File: src/rtl/tsa_pkg.sv
package tsa_pkg;
  localparam int SLOT_W   = 5;
  localparam int NSLOT    = 1 << SLOT_W;
  localparam int WORD_W   = 16;
  localparam int SLOT_LSB = 11;
  localparam int RD_BIT   = 10;
  localparam int INIT_BIT = 8;
  localparam logic [WORD_W-1:0] CMD_RST = 16'h0100;

  typedef struct packed {
    logic [SLOT_W-1:0] slot;
    logic              rd;
    logic              init;
  } cmd_t;

  function automatic cmd_t decode_cmd(input logic [WORD_W-1:0] w);
    cmd_t c;
    c.slot = w[SLOT_LSB +: SLOT_W];
    c.rd   = w[RD_BIT];
    c.init = w[INIT_BIT];
    return c;
  endfunction
endpackage

File: src/rtl/tsa_cmd_regs.sv
module tsa_cmd_regs
  import tsa_pkg::*;
(
  input  logic                clk,
  input  logic                rst_n,
  input  logic                soft_rst,
  input  logic                cmd_fire,
  input  logic [WORD_W-1:0]   cmd_data,
  input  logic                dat_we,
  input  logic [WORD_W-1:0]   dat_wdata,
  output logic                init_on,
  output logic                seq_run,
  output logic                cpu_we,
  output logic                rd_req,
  output logic [SLOT_W-1:0]   cpu_addr,
  output logic [WORD_W-1:0]   dreg
);
  logic [WORD_W-1:0] creg_q;
  cmd_t              cmd;

  always_comb cmd = decode_cmd(cmd_data);

  always_ff @(posedge clk or negedge rst_n) begin
    if (!rst_n) begin
      creg_q <= CMD_RST;
      dreg   <= '0;
    end else begin
      if (soft_rst)      creg_q <= CMD_RST;
      else if (cmd_fire) creg_q <= cmd_data;
      if (dat_we)        dreg   <= dat_wdata;
    end
  end

  always_comb begin
    init_on  = creg_q[INIT_BIT];
    seq_run  = init_on && !(cmd_fire && !cmd.init && !soft_rst);
    cpu_we   = cmd_fire && !soft_rst && !cmd.rd && !cmd.init;
    rd_req   = cmd_fire && cmd.rd;
    cpu_addr = cmd.slot;
  end

  assert_write_needs_clear_R6: assert property (@(posedge clk) disable iff (!rst_n)
    (cmd_fire && cmd.init) |-> !cpu_we);
endmodule

File: src/rtl/tsa_fill_seq.sv
module tsa_fill_seq
  import tsa_pkg::*;
(
  input  logic              clk,
  input  logic              rst_n,
  input  logic              soft_rst,
  input  logic              run,
  input  logic [WORD_W-1:0] dreg,
  output logic              seq_we,
  output logic [SLOT_W-1:0] seq_addr,
  output logic [WORD_W-1:0] seq_wdata
);
  logic [SLOT_W-1:0] ptr_q;

  always_ff @(posedge clk or negedge rst_n) begin
    if (!rst_n)        ptr_q <= '0;
    else if (soft_rst) ptr_q <= '0;
    else if (run)      ptr_q <= ptr_q + 1'b1;
  end

  always_comb begin
    seq_we    = run && !soft_rst;
    seq_addr  = ptr_q;
    seq_wdata = {dreg[WORD_W-1:SLOT_W], ptr_q};
  end
endmodule

File: src/rtl/tsa_mem.sv
module tsa_mem
  import tsa_pkg::*;
(
  input  logic              clk,
  input  logic              rst_n,
  input  logic              cpu_we,
  input  logic [SLOT_W-1:0] cpu_addr,
  input  logic [WORD_W-1:0] cpu_wdata,
  input  logic              seq_we,
  input  logic [SLOT_W-1:0] seq_addr,
  input  logic [WORD_W-1:0] seq_wdata,
  input  logic              rd_req,
  output logic              rd_valid,
  input  logic              rd_ready,
  output logic [WORD_W-1:0] rd_data,
  output logic              rd_busy
);
  logic [WORD_W-1:0] row_q [NSLOT];
  logic              we;
  logic [SLOT_W-1:0] waddr;
  logic [WORD_W-1:0] wdata;

  always_comb begin
    we    = cpu_we || seq_we;
    waddr = cpu_we ? cpu_addr  : seq_addr;
    wdata = cpu_we ? cpu_wdata : seq_wdata;
  end

  for (genvar i = 0; i < NSLOT; i++) begin : g_row
    always_ff @(posedge clk or negedge rst_n) begin
      if (!rst_n)                        row_q[i] <= '0;
      else if (we && waddr == SLOT_W'(i)) row_q[i] <= wdata;
    end
  end

  always_ff @(posedge clk or negedge rst_n) begin
    if (!rst_n) begin
      rd_valid <= 1'b0;
      rd_data  <= '0;
    end else if (rd_req) begin
      rd_valid <= 1'b1;
      rd_data  <= row_q[cpu_addr];
    end else if (rd_ready) begin
      rd_valid <= 1'b0;
    end
  end

  assign rd_busy = rd_valid && !rd_ready;

  assert_single_writer_R4: assert property (@(posedge clk) disable iff (!rst_n)
    !(cpu_we && seq_we));
  assert_fill_channel_R3: assert property (@(posedge clk) disable iff (!rst_n)
    seq_we |-> (seq_wdata[SLOT_W-1:0] == seq_addr));
  assert_hold_result_R8: assert property (@(posedge clk) disable iff (!rst_n)
    (rd_valid && !rd_ready) |=> (rd_valid && $stable(rd_data)));
endmodule

File: src/rtl/tsa_init_ctrl.sv
module tsa_init_ctrl
  import tsa_pkg::*;
(
  input  logic        clk,
  input  logic        rst_n,
  input  logic        soft_rst,
  input  logic        cmd_valid,
  output logic        cmd_ready,
  input  logic [15:0] cmd_data,
  input  logic        dat_we,
  input  logic [15:0] dat_wdata,
  output logic        rd_valid,
  input  logic        rd_ready,
  output logic [15:0] rd_data,
  output logic        tx_hdlc_rst,
  output logic        rx_hdlc_rst,
  output logic        tx_dma_rst,
  output logic        rx_dma_rst,
  output logic        gci_rst
);
  logic              cmd_fire, init_on, seq_run, cpu_we, rd_req, rd_busy;
  logic              seq_we;
  logic [SLOT_W-1:0] cpu_addr, seq_addr;
  logic [WORD_W-1:0] dreg, seq_wdata;

  assign cmd_ready = !rd_busy;
  assign cmd_fire  = cmd_valid && cmd_ready;

  tsa_cmd_regs u_regs (
    .clk, .rst_n, .soft_rst, .cmd_fire, .cmd_data, .dat_we, .dat_wdata,
    .init_on, .seq_run, .cpu_we, .rd_req, .cpu_addr, .dreg
  );

  tsa_fill_seq u_seq (
    .clk, .rst_n, .soft_rst, .run(seq_run), .dreg,
    .seq_we, .seq_addr, .seq_wdata
  );

  tsa_mem u_mem (
    .clk, .rst_n, .cpu_we, .cpu_addr, .cpu_wdata(dreg),
    .seq_we, .seq_addr, .seq_wdata, .rd_req,
    .rd_valid, .rd_ready, .rd_data, .rd_busy
  );

  always_comb begin
    tx_hdlc_rst = init_on;
    rx_hdlc_rst = init_on;
    tx_dma_rst  = init_on;
    rx_dma_rst  = init_on;
    gci_rst     = init_on;
  end

  assert_rst_follows_cmd_R2: assert property (@(posedge clk) disable iff (!rst_n)
    (cmd_valid && cmd_ready && !soft_rst) |=> (gci_rst == $past(cmd_data[INIT_BIT])));
  assert_soft_rst_inits_R9: assert property (@(posedge clk) disable iff (!rst_n)
    soft_rst |=> (tx_hdlc_rst && rx_dma_rst));
  assert_busy_blocks_cmd_R8: assert property (@(posedge clk) disable iff (!rst_n)
    (rd_valid && !rd_ready) |-> !cmd_ready);
endmodule

File: config.mk
export PLATFORM = sky130hd
export DESIGN_NAME = tsa_init_ctrl
export DESIGN_NICKNAME = d
export VERILOG_FILES = /design/src/rtl/tsa_pkg.sv /design/src/rtl/tsa_cmd_regs.sv /design/src/rtl/tsa_fill_seq.sv /design/src/rtl/tsa_mem.sv /design/src/rtl/tsa_init_ctrl.sv
export SDC_FILE = /design/constraint.sdc
export NUM_CORES = 1
export LEC_CHECK = 0
export BUFFER_PORTS_ARGS = -buffer_cell sky130_fd_sc_hd__buf_2
export CORE_ASPECT_RATIO = 2
export CORE_MARGIN = 5
export CORE_UTILIZATION = 35
export DETAILED_ROUTE_END_ITERATION = 12
export GPL_TIMING_DRIVEN = 0
export HOLD_SLACK_MARGIN = 0.02
export PLACE_DENSITY = 0.48
export SLEW_MARGIN = 0
export SYNTH_ARGS = -nofsm -noshare
export SYNTH_HDL_FRONTEND = slang
export SYNTH_SLANG_ARGS = --single-unit
File: constraint.sdc
create_clock -name clk -period 6.1 [get_ports clk]
set_input_delay 0.915 -clock clk [delete_from_list [all_inputs] [get_ports clk]]
set_output_delay 0.915 -clock clk [all_outputs]
set_load 0.02 [all_outputs]
==> reports/results.ini <==
[sta]
timing.final.crit_share_pct = 66.0
tightest_slew_ns = 1.43
rsz0062_at_grt = false
fmax_mhz = 248
final.setup_skew_ns = 0.0255
setup_viol = 0
fin_tns_setup_ns = 0
whs_ns = 0.282
slew_headroom_pct = 4.40
slew_violations = 0
min_period_ns = 4.02
final_hold_viol_count = 0

[power_and_ir_drop]
power_frac_comb_pct = 14.2
seqPwrFrac_pct = 47.9
leakage_nw = 14.1
p_switching_mw = 2.44
swShare_pct = 27.6
irDropWorstVdd_uv = 204
finalPower_mw = 8.82
p_int_mw = 6.39
p_clk_share_pct = 37.8
power.density_nw_per_um2 = 304

[place]
io_buffers = 48
gp_congestion = 0.891
post_dp_cell_area_sq_um = 27300
dpl.hpwl_um = 65600

[clock_tree]
clkSinkCount = 551
post_cts_buffers = 0
clk_latency_ns = 0.62
cts-hold-fix-buffers = 0
cts_tree = yes
cts_max_path_buffers = 3
htree_levels = 2
ctsResizeCount = 0
cts.clk_slew.worst_paths_ns = 0.07
cts_buffers = 52
clockRootBuffer = clkbuf_16

[setup_path]
critPathMaxFanout = 10
required_ns = 6.57
worstSetupPathType = in -> reg
cp-end-kind = flip-flop
startpoint_type = input pin
critPathArrivalTime_ns = 4.49

[cells_and_area]
fin_nets = 1978
diodes = 0
nFillCells = 6870
final_area_sq_um = 29000
drive_above_1_share_pct = 39.1
syn_to_final_growth_pct = 12.6

[logic_synthesis]
syn_avg_cell_area_sq_um = 14.1
synth_compound_area_share_pct = 7.70
ys_ff_latch = 551
synthArstFlopShare_pct = 100
synthMuxAreaShare_pct = 33.6
syn_nets = 1871
yosysWarningCount = 0
synthXorXnorAreaFrac_pct = 0.102
netlist_area_sq_um = 25700
synth_edf_count = 0
synthSimpleGateAreaFrac_pct = 1.68
synth_top_family_by_area = multiplexers
synth_flop_cell = dfrtp_1
ys_seq_area_share_pct = 53.6
synthAdderAreaFrac_pct = 0.0486
ys_types = 57
synthCells = 1832

[detailed_routing]
vias = 16100
first_pass_iters = 7
drtIter0Drc = 985
antenna_left = 0
drc = 0
via_per_inst = 5.56
finalWirelength_um = 89200
wl_per_cell_um = 30.7

[global_route]
grt_pass1_vias = 17300
grt-ovfl-total = 0
grt_pass1_wl_um = 127000
antenna_found_initial = 0
grt_usage_pct = 22.1
grt_max_degree = 121

[floorplan]
ios = 61
die-area_sq_um = 79400
rows = 140
die_w_um = 202
core_area_sq_um = 72900
initial_utilization_pct = 35.3
die_h_um = 394

[outcome]
outcome = finished clean

[run]
cap_violations = 0

[worst_hold_path]
hold_path_class = in -> async

==> placed cells by master, fill, tap and decap left out, types with 30 or more instances in the layout <==
cell and n:
dfrtp_1 550, mux2_2 511, mux2i_1 256, clkbuf_1 103, buf_2 96, a22oi_1 64, clkbuf_16 52, a21oi_1 35
a22o_1 32, a221oi_1 32, nand2_1 30
==> layout make-up <==
| type | instances | area (sq um) | area share, % |
|---|---|---|---|
| Clock buffer | 83 | 1580 | 5.44 |
| Sequential cell | 551 | 13800 | 47.5 |
| Tap cell | 923 | 1150 | 3.98 |
| Buffer | 173 | 846 | 2.92 |
| Clock inverter | 13 | 135 | 0.466 |
| Timing Repair Buffer | 53 | 388 | 1.34 |
| Inverter | 5 | 20.0 | 0.0690 |
| Multi-Input combinational cell | 1103 | 11100 | 38.2 |
==> metrics by stage <==
step	setup WS, ns	std cells	utilization [%]
global route	2.13	2904	39.8
finish	2.08	2904	39.8
detailed placement	1.55	2808	37.5
CTS	2.20	2904	39.8
floorplan	3.27	1832	-
global placement	-7.47	2803	37.3
==> Yosys cell counts, types with 3 or more instances <==
cell type	number	area share, %
nand2_1	30	0.44
a22oi_1	64	1.9
a21oi_1	35	0.68
buf_1	8	0.12
a221oi_1	32	1.1
mux2_2	511	22
clkbuf_1	88	1.3
buf_2	49	0.95
o22a_1	3	0.10
mux2_4	20	1.2
and2_1	3	0.073
a22oi_2	6	0.29
o22ai_1	16	0.39
or3_1	4	0.097
dfrtp_1	550	53
a32oi_2	6	0.38
a22o_1	32	1.1
nor2_1	10	0.15
nor3b_1	3	0.087
o41ai_1	16	0.54
buf_6	8	0.35
nand3_1	5	0.097
o32ai_4	6	0.64
mux2i_1	256	10
buf_4	20	0.58
o22ai_2	5	0.24
nor3_1	3	0.058
nor2b_1	5	0.12
inv_1	4	0.058
==> power by group through the flow <==
| stage | registers (mW) | clock network (mW) | logic [mW] |
|---|---|---|---|
| CTS | 4.23 | 3.42 | 1.28 |
| detailed placement | 4.30 | 0 | 1.27 |
| global placement | 4.28 | 0 | 1.24 |
| floorplan | 4.24 | 0 | 0.746 |
| finish | 4.23 | 3.34 | 1.25 |
| global route | 4.27 | 3.54 | 1.34 |
==> critical path, cell delays in order <==
cell and delay, ns:
buf_2 0.16, nor2_1 1.09, clkbuf_1 0.50, clkbuf_1 0.90
a22oi_1 0.47, a21oi_1 0.32, o41ai_1 0.12
==> logic make-up after synthesis <==
family	after synthesis
buffers and inverters	178
XOR/XNOR	3
AO/OA/AOI/OAI	231
multiplexers	789
flip-flops	551
adder cells (fa/ha/maj)	1
AND/OR/NAND/NOR	79
==> per-layer routing <==
| layer | GRT usage, % | share of wire (%) | routed length, um |
|---|---|---|---|
| met5 | 0.800 | 0.090 | 80 |
| met1 | 22.4 | 34 | 30600 |
| met4 | 13.2 | 7.1 | 6380 |
| met3 | 2.50 | 2.9 | 2580 |
| met2 | 42.4 | 56 | 49600 |
==> path summary, 6_finish.rpt <==
kind                                        start           endpoint  slack (ns)  depth (start not counted)
max in group asynchronous                   rst_n   u_mem.row_q[497]        2.98                          6
worst min-delay path                        rst_n   u_mem.row_q[215]        0.28                          1
min in group clk                 u_mem.row_q[106]   u_mem.row_q[106]        0.50                          1
worst max register to register  u_seq.seq_addr[4]    u_mem.row_q[37]        3.00                          7
worst max-delay path                 cmd_data[12]  u_mem.rd_data[11]        2.08                          7
worst min register to register   u_mem.row_q[106]   u_mem.row_q[106]        0.50                          1
==> sequential cells by signal (all words and copies together) (netlist names) <==
register / cells
u_regs.dreg: 16
u_mem.rd_data: 16
u_mem.rd_valid: 1
u_regs.creg_q: 1
u_mem.row_q: 512
u_seq.seq_addr: 5
Note: power is estimated with default switching activity, not from simulation.
